<file path="src/rtl/gpio_rf_pkg.sv">
package gpio_rf_pkg;
  localparam int NPORT         = 32;
  localparam int PFIRST        = 4;
  localparam int WIN           = 8;
  localparam int DW            = 8;
  localparam int AW            = 8;
  localparam int PIDX_W        = $clog2(NPORT);
  localparam int WIN_W         = $clog2(WIN);
  localparam int PORTS_PER_REG = DW / 2;
  localparam int NMODE_REG     = (NPORT - PFIRST) / PORTS_PER_REG;

  localparam logic [AW-1:0] A_CFG     = 8'h04;
  localparam logic [AW-1:0] A_MODE0   = 8'h09;
  localparam logic [AW-1:0] A_SINGLE0 = 8'h20;
  localparam logic [AW-1:0] A_WIN0    = 8'h40;
  localparam logic [AW-1:0] A_MODE_END   = A_MODE0 + AW'(NMODE_REG);
  localparam logic [AW-1:0] A_SINGLE_END = A_SINGLE0 + AW'(NPORT);
  localparam logic [AW-1:0] A_WIN_END    = A_WIN0 + AW'(NPORT);

  typedef enum logic [1:0] {
    MODE_RSVD  = 2'b00,
    MODE_OUT   = 2'b01,
    MODE_IN    = 2'b10,
    MODE_IN_PU = 2'b11
  } pmode_e;

  typedef enum logic [2:0] {
    ACC_NONE,
    ACC_CFG,
    ACC_MODE,
    ACC_SINGLE,
    ACC_WIN
  } acc_e;

  typedef struct packed {
    acc_e              kind;
    logic [PIDX_W-1:0] idx;
  } dec_t;
endpackage

</file>
<file path="src/rtl/gpio_rf_rstsync.sv">
module gpio_rf_rstsync #(
  parameter int STAGES = 2
) (
  input  logic clk,
  input  logic arst_n,
  output logic srst_n
);
  logic [STAGES-1:0] sync_q;
  logic [STAGES-1:0] sync_d;

  always_comb begin
    sync_d = {sync_q[STAGES-2:0], 1'b1};
  end

  always_ff @(posedge clk or negedge arst_n) begin
    if (!arst_n) sync_q <= '0;
    else         sync_q <= sync_d;
  end

  assign srst_n = sync_q[STAGES-1];
endmodule

</file>
<file path="src/rtl/gpio_rf_decode.sv">
module gpio_rf_decode
  import gpio_rf_pkg::*;
(
  input  logic [AW-1:0] addr,
  output dec_t          dec
);
  logic [AW-1:0] off_mode;
  logic [AW-1:0] off_single;
  logic [AW-1:0] off_win;

  always_comb begin
    off_mode   = addr - A_MODE0;
    off_single = addr - A_SINGLE0;
    off_win    = addr - A_WIN0;
    dec.kind   = ACC_NONE;
    dec.idx    = '0;
    if (addr == A_CFG) begin
      dec.kind = ACC_CFG;
    end else if (addr >= A_MODE0 && addr < A_MODE_END) begin
      dec.kind = ACC_MODE;
      dec.idx  = off_mode[PIDX_W-1:0];
    end else if (addr >= A_SINGLE0 && addr < A_SINGLE_END) begin
      dec.kind = ACC_SINGLE;
      dec.idx  = off_single[PIDX_W-1:0];
    end else if (addr >= A_WIN0 && addr < A_WIN_END) begin
      dec.kind = ACC_WIN;
      dec.idx  = off_win[PIDX_W-1:0];
    end
  end
endmodule

</file>
<file path="src/rtl/gpio_rf_port_cell.sv">
module gpio_rf_port_cell
  import gpio_rf_pkg::*;
(
  input  logic       clk,
  input  logic       rst_n,
  input  logic       mode_we,
  input  logic [1:0] mode_wd,
  input  logic       lat_we,
  input  logic       lat_wd,
  input  logic       shutdown,
  input  logic       pin,
  output pmode_e     mode,
  output logic       lat,
  output logic       oe,
  output logic       pu,
  output logic       rbit
);
  pmode_e mode_q, mode_d;
  logic   lat_q, lat_d;

  always_comb begin
    mode_d = mode_q;
    lat_d  = lat_q;
    if (mode_we) mode_d = pmode_e'(mode_wd);
    if (lat_we)  lat_d  = lat_wd;
  end

  always_ff @(posedge clk or negedge rst_n) begin
    if (!rst_n) begin
      mode_q <= MODE_IN;
      lat_q  <= 1'b0;
    end else begin
      mode_q <= mode_d;
      lat_q  <= lat_d;
    end
  end

  assign mode = mode_q;
  assign lat  = lat_q;
  assign oe   = !shutdown && (mode_q == MODE_OUT);
  assign pu   = !shutdown && (mode_q == MODE_IN_PU);
  assign rbit = (mode_q == MODE_OUT) ? lat_q : pin;


  input_quiet_chk: assert property (@(posedge clk) disable iff (!rst_n)
    (mode_q == MODE_IN || mode_q == MODE_RSVD) |-> (!oe && !pu));


  mode_capture_chk: assert property (@(posedge clk) disable iff (!rst_n)
    mode_we |=> (mode == pmode_e'($past(mode_wd))));
endmodule

</file>
<file path="src/rtl/gpio_rf_rdmux.sv">
module gpio_rf_rdmux
  import gpio_rf_pkg::*;
(
  input  dec_t             dec,
  input  logic             cfg_m,
  input  logic             cfg_s,
  input  pmode_e           mode_arr [NPORT],
  input  logic [NPORT-1:0] rbit,
  output logic [DW-1:0]    rd_val
);
  logic [PIDX_W:0] pos;
  logic [PIDX_W:0] mp;

  always_comb begin
    rd_val = '0;
    pos    = '0;
    mp     = '0;
    unique case (dec.kind)
      ACC_CFG: begin
        rd_val[DW-1] = cfg_m;
        rd_val[0]    = cfg_s;
      end
      ACC_MODE: begin
        for (int s = 0; s < PORTS_PER_REG; s++) begin
          mp = (PIDX_W+1)'(PFIRST) + ({1'b0, dec.idx} << $clog2(PORTS_PER_REG))
               + (PIDX_W+1)'(s);
          if (mp < (PIDX_W+1)'(NPORT))
            rd_val[2*s +: 2] = mode_arr[mp[PIDX_W-1:0]];
        end
      end
      ACC_SINGLE: begin
        rd_val[0] = rbit[dec.idx];
      end
      ACC_WIN: begin
        for (int j = 0; j < WIN; j++) begin
          pos = {1'b0, dec.idx} + (PIDX_W+1)'(j);
          if (pos < (PIDX_W+1)'(NPORT))
            rd_val[j] = rbit[pos[PIDX_W-1:0]];
        end
      end
      default: rd_val = '0;
    endcase
  end
endmodule

</file>
<file path="src/rtl/gpio_window_regfile.sv">
module gpio_window_regfile
  import gpio_rf_pkg::*;
(
  input  logic             clk,
  input  logic             rst_n,
  input  logic             wr_en,
  input  logic             rd_en,
  input  logic [AW-1:0]    addr,
  input  logic [DW-1:0]    wdata,
  output logic [DW-1:0]    rdata,
  input  logic [NPORT-1:0] pin_in,
  output logic [NPORT-1:0] port_oe,
  output logic [NPORT-1:0] port_out,
  output logic [NPORT-1:0] port_pu,
  output logic             detect_en
);
  logic             rst_q;
  dec_t             dec;
  logic             cfg_m_q, cfg_m_d;
  logic             cfg_s_q, cfg_s_d;
  logic             shutdown;
  pmode_e           mode_arr [NPORT];
  logic [NPORT-1:0] rbit;
  logic [DW-1:0]    rd_val;
  logic [DW-1:0]    rdata_q, rdata_d;
  logic             unused_low_pins;

  gpio_rf_rstsync #(.STAGES(2)) u_rst (
    .clk    (clk),
    .arst_n (rst_n),
    .srst_n (rst_q)
  );

  gpio_rf_decode u_dec (
    .addr (addr),
    .dec  (dec)
  );

  // configuration register
  always_comb begin
    cfg_m_d = cfg_m_q;
    cfg_s_d = cfg_s_q;
    if (wr_en && dec.kind == ACC_CFG) begin
      cfg_m_d = wdata[DW-1];
      cfg_s_d = wdata[0];
    end
  end

  always_ff @(posedge clk or negedge rst_q) begin
    if (!rst_q) begin
      cfg_m_q <= 1'b0;
      cfg_s_q <= 1'b0;
    end else begin
      cfg_m_q <= cfg_m_d;
      cfg_s_q <= cfg_s_d;
    end
  end

  assign shutdown  = !cfg_s_q;
  assign detect_en = cfg_m_q;

  assign unused_low_pins = ^pin_in[PFIRST-1:0];

  // per-port state and write steering
  for (genvar p = 0; p < NPORT; p++) begin : g_port
    if (p >= PFIRST) begin : g_live
      localparam int MREG = (p - PFIRST) / PORTS_PER_REG;
      localparam int SLOT = (p - PFIRST) % PORTS_PER_REG;
      logic            mwe;
      logic [1:0]      mwd;
      logic            lwe;
      logic            lwd;
      logic [PIDX_W:0] woff;
      logic            in_win;

      always_comb begin
        woff   = (PIDX_W+1)'(p) - {1'b0, dec.idx};
        in_win = ({1'b0, dec.idx} <= (PIDX_W+1)'(p)) && (woff < (PIDX_W+1)'(WIN));
        mwe    = wr_en && (dec.kind == ACC_MODE) && (dec.idx == PIDX_W'(MREG));
        mwd    = wdata[2*SLOT +: 2];
        lwe    = wr_en && (((dec.kind == ACC_SINGLE) && (dec.idx == PIDX_W'(p)))
                        || ((dec.kind == ACC_WIN) && in_win));
        lwd    = (dec.kind == ACC_WIN) ? wdata[woff[WIN_W-1:0]] : wdata[0];
      end

      gpio_rf_port_cell u_cell (
        .clk      (clk),
        .rst_n    (rst_q),
        .mode_we  (mwe),
        .mode_wd  (mwd),
        .lat_we   (lwe),
        .lat_wd   (lwd),
        .shutdown (shutdown),
        .pin      (pin_in[p]),
        .mode     (mode_arr[p]),
        .lat      (port_out[p]),
        .oe       (port_oe[p]),
        .pu       (port_pu[p]),
        .rbit     (rbit[p])
      );
    end else begin : g_virtual
      assign mode_arr[p] = MODE_RSVD;
      assign port_out[p] = 1'b0;
      assign port_oe[p]  = 1'b0;
      assign port_pu[p]  = 1'b0;
      assign rbit[p]     = 1'b0;
    end
  end

  gpio_rf_rdmux u_rdmux (
    .dec      (dec),
    .cfg_m    (cfg_m_q),
    .cfg_s    (cfg_s_q),
    .mode_arr (mode_arr),
    .rbit     (rbit),
    .rd_val   (rd_val)
  );

  // registered read data
  always_comb begin
    rdata_d = rdata_q;
    if (rd_en) rdata_d = rd_val;
  end

  always_ff @(posedge clk or negedge rst_q) begin
    if (!rst_q) rdata_q <= '0;
    else        rdata_q <= rdata_d;
  end

  assign rdata = rdata_q;


  shutdown_quiet_chk: assert property (@(posedge clk) disable iff (!rst_q)
    !cfg_s_q |-> (port_oe == '0 && port_pu == '0));


  oe_pu_excl_chk: assert property (@(posedge clk) disable iff (!rst_q)
    (port_oe & port_pu) == '0);


  virtual_idle_chk: assert property (@(posedge clk) disable iff (!rst_q)
    (port_oe[PFIRST-1:0] == '0) && (port_out[PFIRST-1:0] == '0)
    && (port_pu[PFIRST-1:0] == '0));


  single_write_chk: assert property (@(posedge clk) disable iff (!rst_q)
    (wr_en && dec.kind == ACC_SINGLE && dec.idx >= PIDX_W'(PFIRST))
    |=> (port_out[$past(dec.idx)] == $past(wdata[0])));


  window_head_chk: assert property (@(posedge clk) disable iff (!rst_q)
    (wr_en && dec.kind == ACC_WIN && dec.idx >= PIDX_W'(PFIRST))
    |=> (port_out[$past(dec.idx)] == $past(wdata[0])));


  undef_read_chk: assert property (@(posedge clk) disable iff (!rst_q)
    (rd_en && dec.kind == ACC_NONE) |=> (rdata == '0));


  cfg_gap_chk: assert property (@(posedge clk) disable iff (!rst_q)
    (rd_en && dec.kind == ACC_CFG) |=> (rdata[DW-2:1] == '0));


  rdata_hold_chk: assert property (@(posedge clk) disable iff (!rst_q)
    !rd_en |=> $stable(rdata));
endmodule

</file>
<file path="config.mk">
export PLATFORM = sky130hd
export DESIGN_NAME = gpio_window_regfile
export DESIGN_NICKNAME = d
export VERILOG_FILES = /design/src/rtl/gpio_rf_pkg.sv /design/src/rtl/gpio_rf_rstsync.sv /design/src/rtl/gpio_rf_decode.sv /design/src/rtl/gpio_rf_port_cell.sv /design/src/rtl/gpio_rf_rdmux.sv /design/src/rtl/gpio_window_regfile.sv
export SDC_FILE = /design/constraint.sdc
export NUM_CORES = 1
export LEC_CHECK = 0
export BUFFER_PORTS_ARGS = -buffer_cell sky130_fd_sc_hd__buf_2
export CAP_MARGIN = 20
export CORE_ASPECT_RATIO = 1.75
export CORE_MARGIN = 10
export CORE_UTILIZATION = 40
export DETAILED_ROUTE_END_ITERATION = 6
export SYNTH_ARGS = -nofsm -noshare
export SYNTH_HDL_FRONTEND = slang
export SYNTH_HIERARCHICAL = 1
export SYNTH_SLANG_ARGS = --single-unit
</file>
<file path="constraint.sdc">
create_clock -name clk -period 3.7 [get_ports clk]
set_clock_uncertainty 0.1 [all_clocks]
set_input_delay 0.74 -clock clk [delete_from_list [all_inputs] [get_ports clk]]
set_output_delay 0.74 -clock clk [all_outputs]
set_load 0.1 [all_outputs]
</file>
==> reports/results.tsv <==
metric	value	unit
dieArea	30100	um^2
grt_use_met3	3.19	%
netlist_instances	849	
start_util	40.4	%
syn_to_final_growth	30.1	%
leakagePower	5.66	nW
cap_violations	0	
io_pins	157	
yosys_warnings	6	
synthArstFlopShare	100	%
min-delay-path-class	in -> async	
synth_area	9350	um^2
ys.flop_type	dfrtp_1	
intPower	0.00268	W
slew_headroom	31.2	%
core	23100	um^2
worst_slew_pin_slew	1.03	ns
rr_startpoint	g_port[14].g_live.u_cell/mode[1]$_DFFE_PN1P_	
ir_worst_vdd	0.372	mV
cts_tree	built	
netlist.area_leader.share	18.2	%
fin_ws	0.0957	ns
drive_above_1_share	49.1	%
critPathTopFamily	multiplexers	
overflow	0	
crit_start	addr[6]	
cts_buffers	9	
dpl-instance-area	11700	um^2
sw_frac_of_total	46.2	%
share_comb_of_total_power	49.1	%
gp_congestion	1.00	
clkPwrFrac	21.4	%
path_class	in -> reg	
rows	74	
met2_usage	40.8	%
netlist_top_cells_area	dfrtp_1 18%, mux4_2 13%, mux2_1 10%, dfstp_2 7.9%, ha_1 4.8%	
htreeDepth	3	
r2r_end	rdata[5]$_DFFE_PN0P_	
synthDistinctLibCells	73	
initialDrtViolationCount	589	
n_antenna_cell	0	
io_buffers	140	
synth_top_cell_by_area	dfrtp_1	
period_needed	3.60	ns
place_ws	-0.399	ns
required	3.85	ns
p_seq_share	29.5	%
worstPathArrival	3.76	ns
ys_ff_latch	96	
grt_util_met1	24.2	%
grt_pass1_wl	52.0	mm
slew_violations	0	
viasPerCell	5.75	
dp_hpwl	28.3	mm
min_period_over_period	97.4	%
path_buf_inv	4	
regToRegSetupSlack	0.75	ns
totalWireLength	34.6	mm
crit_path_max_incr_delay	0.55	ns
grt_most_used_layer	met2	
synth_edf_count	0	
p_per_area	410	nW/um^2
die_h	222	um
antenna_found_initial	0	
status	completed	
cpMaxStageDelayCell	mux4_2	
design_area	12200	um^2
drc	0	
grt_usage	22.6	%
nNetsFinal	1225	
rsz0062_at_grt	yes	
cts_hold_buffers	0	
cts.clk_slew.worst_paths	0.08	ns
avgSynthCellArea	11.0	um^2
clockBufferDepth	2	
max_freq	277	MHz
critPathLaunchType	primary input	
crit_path_end	rdata[3]$_DFFE_PN0P_	
grt_max_degree	59	
ant_nets	0	
endpoint_kind	register	
yosysSeqAreaShare	26.1	%
root_buffer	clkbuf_16	
final_hold_viol_count	0	
reg2reg_depth	8	
cp.depth	13	
path_cells	buf_2, nor4_4, o211ai_4, mux2i_4, buf_12, inv_4, ha_4, buf_4, mux4_2, mux2_2, o22ai_1, o32ai_1, mux2_4	
power	0.00498	W
die_width	136	um
avgRoutedWirePerCell	23.9	um
firstDrtPassIters	5	
finalSetupViolCount	0	
grt_pass1_vias	8684	
insertion_delay	0.36	ns
num_vias	8311	
p_sw	0.00230	W
clock-sinks	96	
path_max_fanout	13	
## state kept, by name, summed over array words and instances, names as in the netlist
signal / flops
cfg_s_q: 1
u_rst/sync_q: 2
rdata: 8
g_port.g_live.u_cell/lat: 28
g_port.g_live.u_cell/mode: 56
detect_en: 1
## power groups by stage
stage | logic (W) | clock network [W] | registers, W
floorplan | 0.00124 | 0 | 0.00197
global placement | 0.00237 | 0 | 0.00149
detailed placement | 0.00239 | 0 | 0.00149
CTS | 0.00240 | 0.00109 | 0.00147
global route | 0.00256 | 0.00113 | 0.00150
finish | 0.00245 | 0.00107 | 0.00147
## timing repair
action / 4_1_cts / 5_1_grt
gates resized for setup: 1 / 26
buffers inserted: 0 / 9
gates cloned: 0 / 0
endpoints found under the setup margin: 1 / 17
pin swaps: 0 / 7
## cell families (layout without fill, tap and decap cells)
group	Yosys count	in the layout	synth area share, %
fa+ha+maj	36	36	4.82
mux	216	216	33.5
xor+xnor	22	22	2.06
simple gates	256	256	19.3
other cells	2	37	0.0803
compound gates	141	141	9.80
flops	96	96	26.1
buf+inv	80	338	4.43
## area by class of cell
cell class                      instances  area, um^2
Multi-Input combinational cell        708        6940
Tap cell                              304         380
Timing Repair Buffer                  297        1970
Clock buffer                            9         225
Sequential cell                        96        2440
Clock inverter                          7         113
Fill cell                            2163       11000
Inverter                               25         100
## cells in the final DEF, fill, tap and decap left out, types with 5 or more instances in the layout
cell type and n:
and3b_2 28, mux2_1 84, buf_12 5, and3_1 9
o21ai_0 28, a22oi_1 5, inv_1 20, ha_1 33
nand2_1 46, dfstp_2 28, mux2_2 17, dfrtp_1 67
clkbuf_16 9, nor2_1 27, o22ai_1 5, a21oi_1 33
xor2_1 10, buf_4 148, mux2i_1 28, nand2b_1 10
buf_2 140, o211ai_1 7, conb_1 37, mux4_2 53
nor2b_1 12, nand4_1 6, a31oi_1 11, nor3b_2 29
nand2b_4 28, xnor2_1 10, and2_1 9, mux2_4 29
nand3_1 19
## synthesized netlist by cell type (all sizes together) (11+ instances only)
cell type / instances
xor2: 11
nor2b: 13
mux2: 130
nor2: 28
xnor2: 11
mux4: 55
dfstp: 28
nand2: 46
nand2b: 38
a21oi: 35
nand3: 20
ha: 36
buf: 37
a31oi: 12
dfrtp: 68
clkbuf: 18
mux2i: 31
nor3b: 33
o21ai: 31
inv: 24
and3b: 30
## routing by layer
| metal | up-vias | wire length [um] |
|---|---|---|
| met5 | - | 0 |
| met4 | 0 | 2060 |
| met3 | 94 | 1730 |
| met2 | 340 | 18300 |
| met1 | 4117 | 12400 |
| li1 | 3760 | - |
## worst min path at each step
stage	start	to	slack, ns	cells past startpoint
4_1_cts	rst_n	u_rst/sync_q[1]$_DFF_PN0_	0.05	1
3_3_place_gp	u_rst/sync_q[0]$_DFF_PN0_	u_rst/sync_q[1]$_DFF_PN0_	0.24	0
2_1_floorplan	u_rst/sync_q[0]$_DFF_PN0_	u_rst/sync_q[1]$_DFF_PN0_	0.23	0
5_1_grt	rst_n	u_rst/sync_q[1]$_DFF_PN0_	0.04	1
3_5_place_dp	u_rst/sync_q[0]$_DFF_PN0_	u_rst/sync_q[1]$_DFF_PN0_	0.24	0
6_report	rst_n	u_rst/sync_q[1]$_DFF_PN0_	0.05	1
## metrics by stage
step / std cells / hold WS, ns / util, % / setup TNS [ns]
6_report: 1446 / 0.0518 / 52.6 / 0
3_3_place_gp: 1421 / 0.239 / 50.4 / -7.19
4_1_cts: 1437 / 0.0455 / 51.8 / 0
2_1_floorplan: 884 / 0.231 / - / -5.51
5_1_grt: 1446 / 0.0387 / 52.6 / -0.122
3_5_place_dp: 1421 / 0.243 / 50.4 / -7.71
Power figures use the tool's default switching activity.
